$ cat config.mk
export PLATFORM = sky130hd
export DESIGN_NAME = irq_pend_agg
export DESIGN_NICKNAME = d
export VERILOG_FILES = /design/src/rtl/irq_pend_pkg.sv /design/src/rtl/irq_pair_gate.sv /design/src/rtl/irq_src_map.sv /design/src/rtl/irq_prio_pick.sv /design/src/rtl/irq_vec_gen.sv /design/src/rtl/irq_pend_agg.sv
export SDC_FILE = /design/constraint.sdc
export NUM_CORES = 1
export LEC_CHECK = 0
export BUFFER_PORTS_ARGS = -buffer_cell sky130_fd_sc_hd__buf_2
export CAP_MARGIN = 20
export CORE_MARGIN = 2
export CORE_UTILIZATION = 39
export DETAILED_ROUTE_END_ITERATION = 12
export GPL_TIMING_DRIVEN = 0
export PLACE_DENSITY = 0.84
export SYNTH_ARGS = -nofsm -noshare
export SYNTH_HDL_FRONTEND = slang
export SYNTH_SLANG_ARGS = --single-unit
export TNS_END_PERCENT = 30
$ cat constraint.sdc
create_clock -name clk -period 3.1 [get_ports clk]
set_clock_uncertainty 0.1 [all_clocks]
set_input_delay 0.62 -clock clk [delete_from_list [all_inputs] [get_ports clk]]
set_output_delay 0.62 -clock clk [all_outputs]
set_load 0.01 [all_outputs]
$ cat src/rtl/irq_pend_pkg.sv
`timescale 1ns/1ps
package irq_pend_pkg;
  localparam int NUM_SRC  = 32;
  localparam int IDX_W    = $clog2(NUM_SRC);
  localparam int NUM_RSV  = 11;
  localparam int NUM_SCI  = 4;
  localparam int NUM_OC   = 5;
  localparam int NUM_IC   = 3;
  localparam int T1_W     = NUM_OC + NUM_IC;
  localparam int T2_W     = 4;
  localparam int NUM_SYS  = 7;

  localparam int SRC_SCI     = 11;
  localparam int SRC_SPI     = 12;
  localparam int SRC_PA_EDGE = 13;
  localparam int SRC_PA_OVF  = 14;
  localparam int SRC_TOF     = 15;
  localparam int SRC_OC_TOP  = 21;  // output compare k lands on 21-k
  localparam int SRC_IC_TOP  = 24;  // input capture k lands on 24-k
  localparam int SRC_RTI     = 24;
  localparam int SRC_SYS0    = 25;

  localparam int T2_TOF  = 0;
  localparam int T2_RTI  = 1;
  localparam int T2_PAE  = 2;
  localparam int T2_PAO  = 3;

  typedef logic [NUM_SRC-1:0] src_mask_t;
  typedef logic [IDX_W-1:0]   src_idx_t;
endpackage

$ cat src/rtl/irq_pair_gate.sv
`timescale 1ns/1ps
module irq_pair_gate #(
  parameter int N = 4
) (
  input  logic [N-1:0] flag,
  input  logic [N-1:0] en,
  output logic [N-1:0] hit
);
  for (genvar g = 0; g < N; g++) begin : g_pair
    assign hit[g] = flag[g] & en[g];
  end
endmodule

$ cat src/rtl/irq_src_map.sv
`timescale 1ns/1ps
module irq_src_map
  import irq_pend_pkg::*;
(
  input  logic [NUM_SCI-1:0] sci_hit,
  input  logic               spi_hit,
  input  logic [T1_W-1:0]    t1_hit,
  input  logic [T2_W-1:0]    t2_hit,
  input  logic [NUM_SYS-1:0] sys_hit,
  output src_mask_t          raw_mask
);
  // reserved low indices
  for (genvar r = 0; r < NUM_RSV; r++) begin : g_rsv
    assign raw_mask[r] = 1'b0;
  end

  // shared serial line: any active pair raises it
  assign raw_mask[SRC_SCI]     = |sci_hit;
  assign raw_mask[SRC_SPI]     = spi_hit;
  assign raw_mask[SRC_PA_EDGE] = t2_hit[T2_PAE];
  assign raw_mask[SRC_PA_OVF]  = t2_hit[T2_PAO];
  assign raw_mask[SRC_TOF]     = t2_hit[T2_TOF];
  assign raw_mask[SRC_RTI]     = t2_hit[T2_RTI];

  for (genvar k = 1; k <= NUM_OC; k++) begin : g_oc
    assign raw_mask[SRC_OC_TOP-k] = t1_hit[k-1];
  end

  for (genvar k = 1; k <= NUM_IC; k++) begin : g_ic
    assign raw_mask[SRC_IC_TOP-k] = t1_hit[NUM_OC+k-1];
  end

  for (genvar j = 0; j < NUM_SYS; j++) begin : g_sys
    assign raw_mask[SRC_SYS0+j] = sys_hit[j];
  end
endmodule

$ cat src/rtl/irq_prio_pick.sv
`timescale 1ns/1ps
module irq_prio_pick
  import irq_pend_pkg::*;
(
  input  src_mask_t mask,
  output logic      any,
  output src_idx_t  idx
);
  always_comb begin
    any = 1'b0;
    idx = '0;
    for (int i = 0; i < NUM_SRC; i++) begin
      if (mask[i]) begin
        any = 1'b1;
        idx = IDX_W'(i);
      end
    end
  end
endmodule

$ cat src/rtl/irq_vec_gen.sv
`timescale 1ns/1ps
module irq_vec_gen
  import irq_pend_pkg::*;
#(
  parameter int               ADDR_W    = 16,
  parameter logic [ADDR_W-1:0] BASE_NORM = 16'hFFC0,
  parameter logic [ADDR_W-1:0] BASE_BOOT = 16'hBFC0
) (
  input  logic              boot_mode,
  input  src_idx_t          idx,
  output logic [ADDR_W-1:0] vec_addr
);
  localparam int SLOT_SH = 1;
  logic [ADDR_W-1:0] base;
  logic [ADDR_W-1:0] offs;

  assign base     = boot_mode ? BASE_BOOT : BASE_NORM;
  assign offs     = ADDR_W'(idx) << SLOT_SH;
  assign vec_addr = base + offs;
endmodule

$ cat src/rtl/irq_pend_agg.sv
`timescale 1ns/1ps
module irq_pend_agg
  import irq_pend_pkg::*;
#(
  parameter int               ADDR_W    = 16,
  parameter logic [ADDR_W-1:0] BASE_NORM = 16'hFFC0,
  parameter logic [ADDR_W-1:0] BASE_BOOT = 16'hBFC0
) (
  input  logic              clk,
  input  logic              rst_n,
  input  logic              boot_mode,
  input  logic [3:0]        sci_flag,
  input  logic [3:0]        sci_en,
  input  logic              spi_flag,
  input  logic              spi_en,
  input  logic [7:0]        tmr1_flag,
  input  logic [7:0]        tmr1_en,
  input  logic [3:0]        tmr2_flag,
  input  logic [3:0]        tmr2_en,
  input  logic [6:0]        sys_req,
  output logic [31:0]       pend_mask,
  output logic              pend_any,
  output logic [4:0]        pend_idx,
  output logic [ADDR_W-1:0] vec_addr
);
  logic [NUM_SCI-1:0] sci_hit;
  logic [0:0]         spi_hit;
  logic [T1_W-1:0]    t1_hit;
  logic [T2_W-1:0]    t2_hit;
  logic [NUM_SYS-1:0] sys_hit;
  src_mask_t          raw_mask;
  src_mask_t          mask_q;
  src_idx_t           idx_w;

  irq_pair_gate #(.N(NUM_SCI)) u_sci (.flag(sci_flag),  .en(sci_en),  .hit(sci_hit));
  irq_pair_gate #(.N(1))       u_spi (.flag(spi_flag),  .en(spi_en),  .hit(spi_hit));
  irq_pair_gate #(.N(T1_W))    u_t1  (.flag(tmr1_flag), .en(tmr1_en), .hit(t1_hit));
  irq_pair_gate #(.N(T2_W))    u_t2  (.flag(tmr2_flag), .en(tmr2_en), .hit(t2_hit));
  // discrete requests have no enable register: tie enables high
  irq_pair_gate #(.N(NUM_SYS)) u_sys (.flag(sys_req), .en({NUM_SYS{1'b1}}), .hit(sys_hit));

  irq_src_map u_map (
    .sci_hit (sci_hit),
    .spi_hit (spi_hit[0]),
    .t1_hit  (t1_hit),
    .t2_hit  (t2_hit),
    .sys_hit (sys_hit),
    .raw_mask(raw_mask)
  );

  always_ff @(posedge clk or negedge rst_n) begin
    if (!rst_n) mask_q <= '0;
    else        mask_q <= raw_mask;
  end

  irq_prio_pick u_pick (.mask(mask_q), .any(pend_any), .idx(idx_w));

  irq_vec_gen #(
    .ADDR_W   (ADDR_W),
    .BASE_NORM(BASE_NORM),
    .BASE_BOOT(BASE_BOOT)
  ) u_vec (
    .boot_mode(boot_mode),
    .idx      (idx_w),
    .vec_addr (vec_addr)
  );

  assign pend_mask = mask_q;
  assign pend_idx  = idx_w;
endmodule

==> metrics.txt <==
Slew Viols, Final=0; layout cells sized above 1=0.505; Total GRT Usage=0.148; GPL Wtd Cong=0.705; nets@finish=253; TNS Setup=0 ns; Post-DRT Antenna Nets=0; Final Util=0.592; IO Count=98; first-pass GRT wire length=3680 um; Maximum Capacitance Violations=0; Root Buffer=clkbuf_4; most frequent cells in the layout=buf_2 (76), buf_4 (26), conb_1 (21), dfrtp_1 (21), and2_1 (14); drt total wl=2280 um; DIE AREA=0.00318 mm2; final hold vios=0; most common cell after layout, fill and taps aside=buf_2; DRT Pass-1 Iters=4; drt drc=0; number of fill cells=245; Cells after Synth=109; Post-CTS Setup Repair Bufs=0; final hold slack=0.156 ns; Cell Area, Synth=0.00107 mm2; Chip Height=56.4 um; max reg flops=21; CP Max Fanout=4; DR iter-0 viols=7; Vias=1022; Resize count post-CTS=0; routed length per instance=9.56 um; Pleak=0.889 nW; hpwl dp=2020 um; num rows=19; critical path class=reg -> out; Final setup viols=0; kind of end point of the critical path=primary output; CTS clk-pin slew, worst paths=0.10 ns; Seq cells post-synth=21; sequential share of the synthesized area=0.490; Syn. warnings=0; total CTS buffers=3; Mapped Avg Cell Area=9.84 um2; pin count of the biggest net entering global routing=22; PortBufs=76; fmax=385 MHz; Clock Path Buffers=2; Setup crit start kind=flop; cts hold-fix bufs=0; GRT overflow=0; Core Footprint=0.00269 mm2; maximum vdd drop=0.287 mV; Initial Utilization=0.399; Sink Count=21; RSZ-0062 raised after global routing=no; Hold WC Path Type=in -> async; post-synth cell types=25; Final Cycle Share=0.838; initial antenna violation count=0; pwr dens=347 mW/mm2; vias in the first global route=916; status=finished, final reports clean; TritonCTS clock tree=done; minimum clock period after layout=2.60 ns; finished layout cell area=0.00159 mm2; Antenna diodes=0; arrival time worst endpoint=1.88 ns; Die X=56.4 um; drt via density=4.28; Worst Path Required=2.38 ns; htree depth=1; Post-Place Cell Area=0.00156 mm2; area grow syn2layout=48.2%
==> per-layer routing <==
layer	global-route usage	routed length (um)	vias to the layer above
met4	0.0782	45	0
met2	0.272	1110	62
met3	0.0622	310	4
li1	-	-	519
met1	0.135	818	437
met5	0	0	-
==> power by group <==
part           switching (mW)  total (mW)  internal, mW
Clock                  0.0728       0.123        0.0500
Sequential             0.0149       0.303         0.288
Combinational          0.0577       0.126        0.0685
Total                   0.145       0.552         0.407
==> cell type report <==
| cell class | instances | area, um2 | area share |
|---|---|---|---|
| multi-input cells | 76 | 404 | 0.254 |
| repair buffers | 76 | 380 | 0.239 |
| flip-flops and latches | 21 | 526 | 0.331 |
| inverters | 5 | 18.8 | 0.0118 |
| clock buffers | 4 | 26.3 | 0.0165 |
| well taps | 31 | 38.8 | 0.0244 |
| plain buffers | 26 | 195 | 0.123 |
==> per-stage QoR <==
step | total power [mW] | cells | setup WS (ns)
after floorplan | 0.379 | 128 | 0.904
after global placement | 0.434 | 235 | 0.826
after detailed placement | 0.435 | 235 | 0.817
after CTS | 0.558 | 239 | 0.475
after global routing | 0.591 | 239 | 0.353
final | 0.552 | 239 | 0.502
==> path summary, 6_finish.rpt <==
kind	start	end	slack [ns]	depth (start not counted)
max	pend_mask[22]$_DFF_PN0_	vec_addr[1]	0.50	6
max in group asynchronous	rst_n	pend_mask[28]$_DFF_PN0_	2.44	1
min in group clk	sys_req[4]	pend_mask[29]$_DFF_PN0_	0.33	1
min	rst_n	pend_mask[18]$_DFF_PN0_	0.16	1
==> cells by family (layout without fill, tap and decap cells) <==
group | count (synthesis) | in the layout | synth area share
simple gates | 39 | 39 | 0.197
buf+inv | 31 | 111 | 0.200
other cells | 2 | 21 | 0.00700
compound gates | 16 | 16 | 0.106
flops | 21 | 21 | 0.490
==> Yosys cell counts <==
cell,instances,share of area
a21boi_0,1,0.0070
a21oi_1,3,0.014
a221o_1,2,0.019
a22oi_1,2,0.014
a32oi_1,1,0.0082
and2_1,14,0.082
and3_1,1,0.0058
buf_4,26,0.18
conb_1,2,0.0070
dfrtp_1,21,0.49
inv_1,5,0.018
nand2_1,4,0.014
nand2b_1,1,0.0058
nand3_1,1,0.0047
nor2_1,9,0.032
nor3_1,2,0.0093
nor3b_1,2,0.014
nor4_1,3,0.018
o211ai_1,1,0.0070
o21ai_0,3,0.014
o22a_1,1,0.0082
o311ai_0,1,0.0082
o31ai_1,1,0.0070
or3_1,1,0.0058
or4_1,1,0.0070
==> critical path: stages, from the launching register on <==
cell and delay (ns):
dfrtp_1 0.42, or3_1 0.38, a221o_1 0.27, a21oi_1 0.14, o22a_1 0.18, buf_4 0.10, buf_2 0.11
Note: power is estimated with default switching activity, not from simulation.
